--- src/rtl/dbg_router_pkg.sv ---
package dbg_router_pkg;

   localparam int CHAIN_W = 3;
   localparam int ERR_W   = 4;

   typedef enum logic [CHAIN_W-1:0] {
      CH_GLOBAL = 3'd0,
      CH_SPR    = 3'd1,
      CH_TRACE  = 3'd2,
      CH_DEV    = 3'd3,
      CH_MEM    = 3'd4
   } chain_t;

   typedef enum logic [1:0] {
      ST_IDLE = 2'd0,
      ST_SPR  = 2'd1,
      ST_MEM  = 2'd2
   } rstate_t;

   localparam logic [ERR_W-1:0] ERR_NONE    = 4'd0;
   localparam logic [ERR_W-1:0] ERR_CHAIN   = 4'd1;
   localparam logic [ERR_W-1:0] ERR_ADDR    = 4'd2;
   localparam logic [ERR_W-1:0] ERR_ACCESS  = 4'd3;

endpackage

--- src/rtl/dbg_dev_regfile.sv ---
module dbg_dev_regfile #(
   parameter int ADDR_W = 32,
   parameter int DATA_W = 32,
   parameter int NUM_WP = 11
) (
   input  logic              clk,
   input  logic              rst_n,
   input  logic              wr_en,
   input  logic [ADDR_W-1:0] addr,
   input  logic [DATA_W-1:0] wdata,
   output logic              addr_ok,
   output logic [DATA_W-1:0] rdata
);
   // five control registers, the watchpoint records, one breakpoint record
   localparam int NREG  = 5 + NUM_WP + 1;
   localparam int IDX_W = $clog2(NREG);

   if (NUM_WP < 1 || NUM_WP > 32) begin : g_bad_wp
      $error("dbg_dev_regfile: NUM_WP out of range");
   end
   if (ADDR_W <= IDX_W) begin : g_bad_aw
      $error("dbg_dev_regfile: ADDR_W too small");
   end

   logic [DATA_W-1:0] regs [NREG];
   logic [IDX_W-1:0]  idx;

   assign addr_ok = (addr < ADDR_W'(NREG));
   assign idx     = addr[IDX_W-1:0];

   for (genvar g = 0; g < NREG; g++) begin : g_reg
      always_ff @(posedge clk) begin
         if (!rst_n)
            regs[g] <= '0;
         else if (wr_en && addr_ok && idx == IDX_W'(g))
            regs[g] <= wdata;
      end
   end

   always_comb begin
      rdata = '0;
      if (addr_ok)
         rdata = regs[idx];
   end

endmodule

--- src/rtl/dbg_mem_seq.sv ---
module dbg_mem_seq #(
   parameter int ADDR_W = 32,
   parameter int DATA_W = 32
) (
   input  logic              clk,
   input  logic              rst_n,
   input  logic              start,
   input  logic              start_we,
   input  logic [ADDR_W-1:0] start_addr,
   input  logic [DATA_W-1:0] start_wdata,
   output logic              fin,
   output logic [DATA_W-1:0] fin_word,
   output logic              mem_req,
   output logic              mem_we,
   output logic [ADDR_W-1:0] mem_addr,
   output logic [7:0]        mem_wdata,
   input  logic              mem_ack,
   input  logic [7:0]        mem_rdata
);
   localparam int BYTES = DATA_W / 8;
   localparam int CNT_W = (BYTES > 1) ? $clog2(BYTES) : 1;

   if (DATA_W % 8 != 0 || DATA_W < 16) begin : g_bad_dw
      $error("dbg_mem_seq: DATA_W must be a multiple of 8, at least 16");
   end

   logic [CNT_W-1:0]  cnt;
   logic [ADDR_W-1:0] base;
   logic [DATA_W-1:0] wbuf;
   logic [DATA_W-1:0] rbuf;
   logic              last;

   assign last      = (cnt == CNT_W'(BYTES - 1));
   assign mem_addr  = base + ADDR_W'(cnt);
   assign mem_wdata = wbuf[DATA_W-1 - 8*cnt -: 8];
   assign fin       = mem_req && mem_ack && last;
   assign fin_word  = {rbuf[DATA_W-9:0], mem_rdata};

   always_ff @(posedge clk) begin
      if (!rst_n) begin
         mem_req <= 1'b0;
         mem_we  <= 1'b0;
         cnt     <= '0;
         base    <= '0;
         wbuf    <= '0;
         rbuf    <= '0;
      end else if (start) begin
         mem_req <= 1'b1;
         mem_we  <= start_we;
         cnt     <= '0;
         base    <= start_addr;
         wbuf    <= start_wdata;
         rbuf    <= '0;
      end else if (mem_req && mem_ack) begin
         rbuf <= {rbuf[DATA_W-9:0], mem_rdata};
         if (last)
            mem_req <= 1'b0;
         else
            cnt <= cnt + 1'b1;
      end
   end

   a_r11_mem_hold: assert property (@(posedge clk) disable iff (!rst_n)
      (mem_req && !mem_ack) |=> (mem_req && $stable(mem_addr) && $stable(mem_we)
                                 && $stable(mem_wdata)));

   a_r8_addr_step: assert property (@(posedge clk) disable iff (!rst_n)
      (mem_req && mem_ack && !last) |=> (mem_req && mem_addr == $past(mem_addr) + 1'b1));

endmodule

--- src/rtl/dbg_chain_router.sv ---
module dbg_chain_router
   import dbg_router_pkg::*;
#(
   parameter int              ADDR_W   = 32,
   parameter int              DATA_W   = 32,
   parameter int              NUM_WP   = 11,
   parameter logic [ADDR_W-1:0] MEM_BASE = 32'h0000_1000,
   parameter logic [ADDR_W-1:0] MEM_SIZE = 32'h0000_1000
) (
   input  logic              clk,
   input  logic              rst_n,
   input  logic              cmd_valid,
   output logic              cmd_ready,
   input  logic [1:0]        cmd_op,
   input  logic [ADDR_W-1:0] cmd_addr,
   input  logic [DATA_W-1:0] cmd_wdata,
   output logic              done,
   output logic [ERR_W-1:0]  done_err,
   output logic [DATA_W-1:0] done_rdata,
   output logic              spr_req,
   output logic              spr_we,
   output logic [ADDR_W-1:0] spr_addr,
   output logic [DATA_W-1:0] spr_wdata,
   input  logic              spr_ack,
   input  logic [DATA_W-1:0] spr_rdata,
   output logic              mem_req,
   output logic              mem_we,
   output logic [ADDR_W-1:0] mem_addr,
   output logic [7:0]        mem_wdata,
   input  logic              mem_ack,
   input  logic [7:0]        mem_rdata
);
   localparam int BYTES = DATA_W / 8;

   if (ADDR_W < 8) begin : g_bad_aw
      $error("dbg_chain_router: ADDR_W too small");
   end
   if (MEM_SIZE < ADDR_W'(BYTES)) begin : g_bad_win
      $error("dbg_chain_router: memory window smaller than one word");
   end

   rstate_t state;
   chain_t  sel_q;
   logic    accept, is_sel, is_wr, id_ok, mem_ok;
   logic    dev_ok, dev_wr, mem_start, mem_fin;
   logic [DATA_W-1:0] dev_rdata, mem_word;
   logic [ADDR_W:0]   win_end, acc_end;

   assign cmd_ready = (state == ST_IDLE) && !done;
   assign accept    = cmd_valid && cmd_ready;
   assign is_sel    = (cmd_op == 2'b00);
   assign is_wr     = cmd_op[1];
   assign id_ok     = (cmd_addr >= ADDR_W'(CH_SPR)) && (cmd_addr <= ADDR_W'(CH_MEM));

   assign win_end = {1'b0, MEM_BASE} + {1'b0, MEM_SIZE};
   assign acc_end = {1'b0, cmd_addr} + (ADDR_W+1)'(BYTES);
   assign mem_ok  = (cmd_addr >= MEM_BASE) && (acc_end <= win_end);

   assign dev_wr    = accept && !is_sel && is_wr && (sel_q == CH_DEV);
   assign mem_start = accept && !is_sel && (sel_q == CH_MEM) && mem_ok;

   dbg_dev_regfile #(.ADDR_W(ADDR_W), .DATA_W(DATA_W), .NUM_WP(NUM_WP)) i_regs (
      .clk     (clk),
      .rst_n   (rst_n),
      .wr_en   (dev_wr),
      .addr    (cmd_addr),
      .wdata   (cmd_wdata),
      .addr_ok (dev_ok),
      .rdata   (dev_rdata)
   );

   dbg_mem_seq #(.ADDR_W(ADDR_W), .DATA_W(DATA_W)) i_mseq (
      .clk         (clk),
      .rst_n       (rst_n),
      .start       (mem_start),
      .start_we    (is_wr),
      .start_addr  (cmd_addr),
      .start_wdata (cmd_wdata),
      .fin         (mem_fin),
      .fin_word    (mem_word),
      .mem_req     (mem_req),
      .mem_we      (mem_we),
      .mem_addr    (mem_addr),
      .mem_wdata   (mem_wdata),
      .mem_ack     (mem_ack),
      .mem_rdata   (mem_rdata)
   );

   always_ff @(posedge clk) begin
      if (!rst_n) begin
         state      <= ST_IDLE;
         sel_q      <= CH_GLOBAL;
         done       <= 1'b0;
         done_err   <= ERR_NONE;
         done_rdata <= '0;
         spr_req    <= 1'b0;
         spr_we     <= 1'b0;
         spr_addr   <= '0;
         spr_wdata  <= '0;
      end else begin
         done <= 1'b0;
         unique case (state)
            ST_IDLE: if (accept) begin
               done_rdata <= '0;
               if (is_sel) begin
                  done     <= 1'b1;
                  done_err <= id_ok ? ERR_NONE : ERR_CHAIN;
                  if (id_ok)
                     sel_q <= chain_t'(cmd_addr[CHAIN_W-1:0]);
               end else begin
                  unique case (sel_q)
                     CH_SPR: begin
                        spr_req   <= 1'b1;
                        spr_we    <= is_wr;
                        spr_addr  <= cmd_addr;
                        spr_wdata <= cmd_wdata;
                        state     <= ST_SPR;
                     end
                     CH_TRACE: begin
                        done     <= 1'b1;
                        done_err <= is_wr ? ERR_ACCESS : ERR_NONE;
                     end
                     CH_DEV: begin
                        done     <= 1'b1;
                        done_err <= dev_ok ? ERR_NONE : ERR_ADDR;
                        if (!is_wr)
                           done_rdata <= dev_rdata;
                     end
                     CH_MEM: begin
                        if (mem_ok) begin
                           state <= ST_MEM;
                        end else begin
                           done     <= 1'b1;
                           done_err <= ERR_ADDR;
                        end
                     end
                     default: begin
                        done     <= 1'b1;
                        done_err <= ERR_CHAIN;
                     end
                  endcase
               end
            end
            ST_SPR: if (spr_ack) begin
               spr_req    <= 1'b0;
               done       <= 1'b1;
               done_err   <= ERR_NONE;
               done_rdata <= spr_we ? '0 : spr_rdata;
               state      <= ST_IDLE;
            end
            ST_MEM: if (mem_fin) begin
               done       <= 1'b1;
               done_err   <= ERR_NONE;
               done_rdata <= mem_we ? '0 : mem_word;
               state      <= ST_IDLE;
            end
            default: state <= ST_IDLE;
         endcase
      end
   end

   a_r3_done_single: assert property (@(posedge clk) disable iff (!rst_n)
      done |=> !done);

   a_r2_bad_select_keeps: assert property (@(posedge clk) disable iff (!rst_n)
      (accept && is_sel && !id_ok) |=> $stable(sel_q));

   a_r11_spr_hold: assert property (@(posedge clk) disable iff (!rst_n)
      (spr_req && !spr_ack) |=> (spr_req && $stable(spr_addr) && $stable(spr_we)
                                 && $stable(spr_wdata)));

   a_r10_mem_only_selected: assert property (@(posedge clk) disable iff (!rst_n)
      mem_req |-> (sel_q == CH_MEM && !cmd_ready));

   a_r1_spr_only_selected: assert property (@(posedge clk) disable iff (!rst_n)
      spr_req |-> (sel_q == CH_SPR && !cmd_ready));

   a_r7_dev_bad_zero: assert property (@(posedge clk) disable iff (!rst_n)
      (done && sel_q == CH_DEV && done_err == ERR_ADDR) |-> (done_rdata == '0));

   a_r5_trace_zero: assert property (@(posedge clk) disable iff (!rst_n)
      (done && sel_q == CH_TRACE) |-> (done_rdata == '0));

endmodule

--- config.mk ---
export PLATFORM = sky130hd
export DESIGN_NAME = dbg_chain_router
export DESIGN_NICKNAME = d
export VERILOG_FILES = /design/src/rtl/dbg_router_pkg.sv /design/src/rtl/dbg_dev_regfile.sv /design/src/rtl/dbg_mem_seq.sv /design/src/rtl/dbg_chain_router.sv
export SDC_FILE = /design/constraint.sdc
export NUM_CORES = 1
export LEC_CHECK = 0
export BUFFER_PORTS_ARGS = -buffer_cell sky130_fd_sc_hd__buf_4
export CORE_MARGIN = 5
export CORE_UTILIZATION = 45
export CTS_BUF_LIST = sky130_fd_sc_hd__clkbuf_4 sky130_fd_sc_hd__clkbuf_8
export CTS_CLUSTER_DIAMETER = 150
export CTS_CLUSTER_SIZE = 20
export DETAILED_ROUTE_END_ITERATION = 16
export PLACE_DENSITY_LB_ADDON = 0.12
export SLEW_MARGIN = 20
export SYNTH_ARGS = -nofsm -noshare
export SYNTH_HDL_FRONTEND = slang
export SYNTH_SLANG_ARGS = --single-unit
--- constraint.sdc ---
create_clock -name clk -period 6.55 [get_ports clk]
set_clock_uncertainty 0.15 [all_clocks]
set_input_delay 0.3275 -clock clk [delete_from_list [all_inputs] [get_ports clk]]
set_output_delay 0.3275 -clock clk [all_outputs]
set_load 0.05 [all_outputs]
# Word level (Yosys, flattened, before mapping)
# Memory sizes are Yosys's and may differ from the RTL's.
# Cells that the tools add are included.
# word_totals
mem_bits_ro	0
ram_bits	544
latch_bits	0
regBits	200
in_bits	111
mem_count	1
# op_classes
mul	0
reduce_logical	47
div_mod_pow	0
n_addsub	4
n_lt_le_gt_ge	5
n_eq_ne	32
n_bitwise	20
shifts	1
n_mux	111
# mem_list
memory	words	width	rd	rd_clocked_by_memory_dff	write_ports	line	text
i_regs.regs	17	32	1	0	17	dbg_dev_regfile.sv:25	logic [DATA_W-1:0] regs [NREG];
# op_table
cell	n
$mux W32	26
$pmux W32 S3	1
$mux W1	65
$eq A5 B4 Y1 const B	8
$shiftx A39 B33 Y8	1
$add A32 B3 Y33 const B	1
$le A33 B14 Y1 const B	1
$add A32 B2 Y32	1
$ge A32 B1 Y1 const B	1
$ge A32 B13 Y1 const B	1
$le A32 B3 Y1 const B	1
$lt A32 B5 Y1 const B	1
$logic_and A1 B1 Y1	29
$eq A5 B3 Y1 const B	4
$mux W4	5
$or A1 B1 Y1	17
$pmux W4 S4	1
$mux W2	7
$pmux W4 S3	1
$reduce_and A4 Y1	3
$reduce_and A6 Y1	2
$eq A5 B2 Y1 const B	2
$eq A3 B2 Y1 const B	2
$ne A2 B2 Y1 const B	3
25 further kinds	36

# Longest topological paths before layout
# Gate-level depths: netlist of run 1.
# logic_depth
depth_word	12
ltp_mapped	12

# Hierarchy
# A second synthesis of run 1 with hierarchy kept.
# hier_totals
cells_unflattened	2849
area_unflattened_um2	33667.3
# by_module_without_submodules
mod	cells_per_inst	instances	seq_area_each_um2	area_per_inst_um2
dbg_dev_regfile	1766	1	16335.7	24108.1
dbg_chain_router	641	1	2122.0	5243.8
dbg_mem_seq	442	1	1841.8	4315.4

# Worst setup path before layout of run 1
# Ideal clock, no wire load.
# synth_timing
kind	input to register
from	input cmd_addr[17]
to	memory i_regs.regs[11][0], enable pin
t_required_ps	5934
setup_slack_ps	1860
stages	7
t_arrival_ps	4075
path_cell_list	buf_2 nor4_1 and4_1 nand4_1 nor4_4 nand3_1 o21ai_0
# synth_rtl
element	line	text
start: declaration	dbg_chain_router.sv:15	input logic [ADDR_W-1:0] cmd_addr,
end: declaration	dbg_dev_regfile.sv:25	

# Worst setup path after layout of run 1
# layout_timing
from	register i_mseq.cnt[0]
to	output mem_addr[30]
# layout_between
elab_chain_len	1
# layout_rtl
element	line	text
start: declaration	dbg_mem_seq.sv:27	logic [CNT_W-1:0] cnt;
start signal: assignment	dbg_mem_seq.sv:59	cnt <= cnt + 1'b1;
$add A32 B2 Y32	dbg_mem_seq.sv:34	assign mem_addr = base + ADDR_W'(cnt);
end: declaration	dbg_chain_router.sv:28	output logic [ADDR_W-1:0] mem_addr,
# Every way passes these cells.

==> flow_metrics.tcl, run 1 <==
set metrics [dict create \
    status "finished, final reports clean" \
    grt_start_max_net_pins 101 \
    layout_commonest_cell "and2_1" \
    fp.dieArea_mm2 0.0804 \
    min_from "spr_rdata[7]" \
    critical_path_required_ns 6.07 \
    core_area_mm2 0.0743 \
    drt_iter0_drc 2077 \
    clk_root_buffer_cell "clkbuf_8" \
    most-common-layout-cells "and2_1, edfxtp_1, nand2_1" \
    rsz_0062_raised_after_global_routing "false" \
    yosys-top-cells-area "edfxtp_1, dfxtp_1, mux4_2, and2_1, nand2_1" \
    critical_path.cell_chain "ha_1, inv_1, fa_1, nor3_1, nand2_1, nor3_1, nand4_1, nor2_1, xor2_1, buf_4" \
    place.gp.congestion 0.880 \
    floorplan.die.height_um 284 \
    power.sequential.fraction_pct 63.0 \
    fmaxAchievable_ghz 0.214 \
    critPathBufInv 2 \
    grt.total_usage_pct 24.3 \
    number_of_setup_violations_in_the_final_report 0 \
    num_io_pins 257 \
    synth_seq_area_share_pct 60.3 \
    cp_launch_type "register" \
    asyncSetResetFlopFracSynth_pct 0 \
    nNetsFinal 2939 \
    post_cts_resized 0 \
    fp.dieW_um 284 \
    num_vias 21493 \
    cts_max_level 2 \
    slew-limit-headroom_pct 30.9 \
    number_of_distinct_library_cells_after_synthesis 63 \
    drv.max_cap_violation_count 0 \
    min_path_type "in -> reg" \
    clock_latency_at_the_later_pin_of_the_worst_skew_pair_ns 0.70 \
    crit_path_top_delay_cell "dfxtp_1" \
    post-route-min-period_ns 4.68 \
    power_leakage_nw 13.6 \
    yosysTopAreaCell "edfxtp_1" \
    route.detailed.drc 0 \
    syn2layout_area_growth_pct 14.0 \
    crit_path_end_kind "output pin" \
    grt_first_pass_wirelength_um 148000 \
    numCtsBuffers 43 \
    power_switching_mw 2.05 \
    avgViaCountPerCell 5.63 \
    slew_violations 0 \
    place.port_buffers 254 \
    global_route.overflow_total 0 \
    share_clk_of_total_power_pct 26.9 \
    average_wire_length_per_cell_after_detail_routing_um 26.1 \
    cts_sinks 742 \
    tightest_slew_ns 1.04 \
    internal_power_mw 6.29 \
    max-vdd-ir-drop_mv 0.199 \
    yosys_register_bits 742 \
    crit_fanout 11 \
    ant_nets 0 \
    largest_stage_delay_worst_path_ns 0.89 \
    worst_setup_hold_path_clk_slew_ns 0.15 \
    ff2ff_path_depth 9 \
    rows 100 \
    power_frac_comb_pct 10.1 \
    fin_crit_sh_pct 71.4 \
    syn_inst 2578 \
    power_per_cell_area_mw_per_mm2 217 \
    total_standard_cell_area_after_synthesis_mm2 0.0337 \
    reg2reg_from "state[0]" \
    final_core_utilization_pct 51.6 \
    hold_viol 0 \
    cts_buffer_depth 3 \
    critical-path-top-delay-family "simple AND/OR/NAND/NOR gates" \
    detail_route.wirelength_um 99800 \
    antenna_found_initial 3 \
    r2r_end "i_regs.regs[9][14]" \
    critical_path.most_common_cell "nor3_1" \
    totalNegativeSetupSlack_ns 0 \
    hpwl_um 64100 \
    first_global_vias 21660 \
    floorplan.initialDensity_pct 45.3 \
    timing.hold.worst_path_depth 4 \
    ys.warnings.count 0 \
    post_route_cells_drive_above_1_share_pct 21.3 \
    synth_top_area_share_pct 48.5 \
    count_of_flip_flops_with_a_built_in_enable_after_synthesis 544 \
    synth_ff_type "edfxtp_1" \
    drt_pass1_iterations 5 \
    cts.repair_timing.setup_buffer_count 0 \
    synthesized_area_divided_by_synthesized_cell_count_um2 13.1 \
    cts_tree "yes" \
    ff2ff_setup_slack_ns 2.66 \
    worst_hold_path.endpoint "done_rdata[7]" \
    critical_path_class "reg -> out" \
    timing.critical_path.arrival_ns 4.20 \
    swShare_pct 24.6 \
]
logic make-up (layout without fill, tap and decap cells):
group	Yosys count	in the layout	share of synthesized area, %
other	1	6	0.0111
multiplexers	206	206	12.4
adder cells (fa/ha/maj)	9	9	0.357
flip-flops	742	742	60.3
AND/OR/NAND/NOR	1047	1047	16.9
AO/OA/AOI/OAI	316	316	6.33
XOR/XNOR	37	37	0.962
buffers and inverters	220	484	2.78
per-stage QoR:
step / hold WS [ns] / power (mW) / area (um2) / cells / setup slack [ns]
after global placement: 0.284 / 6.14 / 36500 / 3639 / 2.15
final: 0.0860 / 8.34 / 38400 / 3816 / 1.87
after detailed placement: 0.291 / 6.16 / 36500 / 3640 / 2.28
after global routing: 0.0671 / 8.60 / 38400 / 3815 / 1.47
after floorplan: 0.278 / 5.78 / 33700 / 2579 / 1.86
after CTS: 0.0191 / 8.40 / 38400 / 3812 / 1.74
final cells by class:
| class | instances | area [um2] |
|---|---|---|
| diodes | 4 | 10.0 |
| well taps | 969 | 1210 |
| multi-input cells | 1617 | 12700 |
| fillers | 6387 | 35900 |
| repair buffers | 407 | 3340 |
| clock inverters | 4 | 50.0 |
| clock buffers | 65 | 757 |
| flip-flops and latches | 742 | 20300 |
| inverters | 8 | 30.0 |
state kept, by name, summed over array words and instances (netlist names), 3 cells and up:
name,count
spr_addr,32
spr_wdata,32
i_mseq.base,32
i_regs.regs,544
done_rdata,32
i_mseq.rbuf,24
sel_q,3
i_mseq.wbuf,32
worst max-delay path by stage:
stage | cells after the start | slack (ns) | startpoint | endpoint
floorplan | 7 | 1.86 | cmd_addr[17] | i_regs.regs[11][0]
global placement | 9 | 2.15 | cmd_addr[19] | i_regs.regs[14][15]
detailed placement | 8 | 2.28 | cmd_addr[13] | i_regs.regs[15][4]
CTS | 10 | 1.74 | i_mseq.cnt[0] | mem_addr[30]
global route | 10 | 1.47 | i_mseq.cnt[0] | mem_addr[30]
finish | 10 | 1.87 | i_mseq.cnt[0] | mem_addr[30]
per-layer routing:
layer	track usage, %	routed length [um]	vias up	share of wire [%]
li1	-	-	9676	-
met1	33.0	42500	11138	43
met2	42.0	50000	558	50
met3	3.24	4700	121	4.7
met4	5.67	2510	0	2.5
met5	0	0	-	0
Yosys cell counts, types with 9 or more instances:
cell type and n:
and2_1 550, edfxtp_1 544, nand2_1 308, dfxtp_1 198, clkbuf_1 176, mux4_2 168
a21oi_1 85, a21boi_0 71, nor2_1 66, o21ai_0 56, a21boi_1 40, mux2i_1 37
a22o_1 32, and3_1 28, xnor2_1 25, nand3_1 15, buf_1 14, nand4_1 13
nor3_1 13, nor2b_1 12, xor2_1 12, a21oi_2 10, buf_6 9
worst reg2reg max path, cell delays in order, from the launching register on:
cell,delay [ns]
dfxtp_1,0.40
inv_1,0.10
ha_1,0.37
and3b_1,0.26
nand2_1,0.14
nor4_1,0.29
nand3b_1,0.61
nor2_2,0.86
buf_4,0.39
and2_1,0.18
what timing repair did:
action / 4_1_cts / 5_1_grt
hold buffers: 103 / 0
setup endpoints to repair: 0 / 0
hold endpoints to repair: 656 / 0
power groups by stage:
stage | Clock, mW | Sequential (mW) | Combinational [mW]
2_1_floorplan | 0 | 5.40 | 0.388
3_3_place_gp | 0 | 5.36 | 0.785
3_5_place_dp | 0 | 5.37 | 0.792
4_1_cts | 2.30 | 5.26 | 0.846
5_1_grt | 2.45 | 5.28 | 0.877
6_report | 2.24 | 5.26 | 0.839
Power figures use the tool's default switching activity.
==> run 2, diff against run 1 <==
==> constraint.sdc (replaced) <==
create_clock -name clk -period 4.26 [get_ports clk]
set_clock_uncertainty 0.15 [all_clocks]
set_input_delay 0.213 -clock clk [delete_from_list [all_inputs] [get_ports clk]]
set_output_delay 0.213 -clock clk [all_outputs]
set_load 0.05 [all_outputs]
==> run 2 against run 1 <==
  * Clock power rose by 54%
  * Largest cell class unchanged
  * Count of clock-buffer cells in the layout unchanged
  * Largest power group unchanged
  * Critical path depth rose by 1
  * Critical endpoint unchanged
  * Wire length is 0.91% higher
  * Sequential share of layout area shrank 0.69 points
==> flow_metrics.tcl, run 2 (same netlist as run 1, synthesis figures left out) <==
set metrics [dict create \
    status "finished, final reports clean" \
    floorplan.die.height_um 284 \
    hpwl_um 64700 \
    power_per_cell_area_mw_per_mm2 329 \
    nNetsFinal 2990 \
    route.detailed.drc 0 \
    num_vias 21842 \
    crit_fanout 11 \
    grt_first_pass_wirelength_um 149000 \
    hold_viol 0 \
    slew-limit-headroom_pct 37.6 \
    grt.total_usage_pct 24.7 \
    fp.dieW_um 284 \
    antenna_found_initial 2 \
    fp.dieArea_mm2 0.0804 \
    number_of_setup_violations_in_the_final_report 0 \
    average_wire_length_per_cell_after_detail_routing_um 26.1 \
    rsz_0062_raised_after_global_routing "false" \
    clk_root_buffer_cell "clkbuf_8" \
    num_io_pins 257 \
    timing.critical_path.arrival_ns 3.56 \
    hold_slack_final_ns 0.206 \
    critical_path.cell_chain "buf_4, ha_1, inv_1, fa_1, nor3_2, nand2_1, nor3_1, nand4_1, nor2_1, xor2_1, buf_4" \
    slew_violations 0 \
    cp_launch_type "register" \
    critical-path-top-delay-family "simple AND/OR/NAND/NOR gates" \
    largest_reg_flops 544 \
    post-route-min-period_ns 3.92 \
    cts_tree "yes" \
    min_path_type "in -> reg" \
    floorplan.initialDensity_pct 45.3 \
    post_route_cells_drive_above_1_share_pct 22.2 \
    cts_max_level 2 \
    global_route.overflow_total 0 \
    tightest_slew_ns 0.936 \
    detail_route.wirelength_um 101000 \
    fmaxAchievable_ghz 0.255 \
    avgViaCountPerCell 5.65 \
    cts.repair_timing.setup_buffer_count 0 \
    place.gp.congestion 0.848 \
    first_global_vias 22090 \
    syn2layout_area_growth_pct 15.5 \
    clock_latency_at_the_later_pin_of_the_worst_skew_pair_ns 0.69 \
    critPathBufInv 3 \
    critical_path_class "reg -> out" \
    rows 100 \
    cts_sinks 742 \
    ant_nets 0 \
    top_register "i_regs.regs" \
    most-common-layout-cells "and2_1, edfxtp_1, buf_4" \
    place.port_buffers 254 \
    grt_start_max_net_pins 110 \
    crit_path_top_delay_cell "fa_1" \
    drv.max_cap_violation_count 0 \
    worst_setup_hold_path_clk_slew_ns 0.13 \
    layout_commonest_cell "and2_1" \
    largest_stage_delay_worst_path_ns 0.44 \
    critical_path.most_common_cell "buf_4" \
    power_leakage_nw 13.8 \
    drt_pass1_iterations 6 \
    fin_crit_sh_pct 92.1 \
    cts_buffer_depth 3 \
    report.power.total_mw 12.8 \
    critical_path_required_ns 3.90 \
    max-vdd-ir-drop_mv 0.265 \
    drt_iter0_drc 2043 \
    numCtsBuffers 43 \
    crit_path_end_kind "output pin" \
    core_area_mm2 0.0743 \
]
## run 2: timing repair
item / CTS / global route
gates resized for setup: 0 / 1
hold buffers: 117 / 0
setup endpoints to repair: 0 / 3
endpoints found under the hold margin: 757 / 0
## run 2: per-layer routing
layer	global-route usage [%]	wire length [um]	vias to the layer above
met4	7.08	3120	2
met3	4.02	6340	149
met2	40.9	48600	733
met5	0	11	-
li1	-	-	9790
met1	34.0	42600	11168
## run 2: report_power, final
part           internal (mW)  leakage (nW)  switching, mW
Sequential              8.00          6.76         0.0808
Combinational          0.529          6.66          0.763
Clock                   1.17         0.427           2.27
## run 2: stage by stage
step / std cells / worst slack (ns) / setup TNS (ns) / instance area [um2] / util (%)
after CTS: 3862 / 0.0503 / 0 / 38900 / 52.3
final: 3865 / 0.335 / 0 / 38900 / 52.3
after global placement: 3677 / 0.625 / 0 / 36900 / 49.7
after floorplan: 2579 / -0.316 / -95.91 / 33700 / -
after global routing: 3863 / 0.0401 / 0 / 38900 / 52.3
after detailed placement: 3677 / 0.619 / 0 / 36900 / 49.7
## run 2: worst paths after layout
path                                       from               to  slack (ns)  cells after the start
worst max-delay path              i_mseq.cnt[0]     mem_addr[30]        0.34                     11
worst min-delay path                cmd_addr[4]    done_rdata[9]        0.21                      5
worst max register to register         state[1]     spr_addr[21]        0.75                      9
worst min register to register  i_mseq.wbuf[17]  i_mseq.wbuf[17]        0.31                      2
## run 2: area by class of cell
| type | instances | area (um2) |
|---|---|---|
| timing repair buffer | 458 | 3860 |
| antenna | 3 | 7.51 |
| inverter | 8 | 30.0 |
| tap | 969 | 1210 |
| multi-input combinational | 1617 | 12700 |
| sequential | 742 | 20300 |
| clock inverter | 3 | 36.3 |
| clock buffer | 65 | 763 |
| fill | 6425 | 35400 |
## run 2: worst min-delay path, stage by stage
cell and delay (ns):
buf_4 0.24, mux2i_1 0.23, nor2_1 0.11, a21oi_1 0.05
a21oi_1 0.12
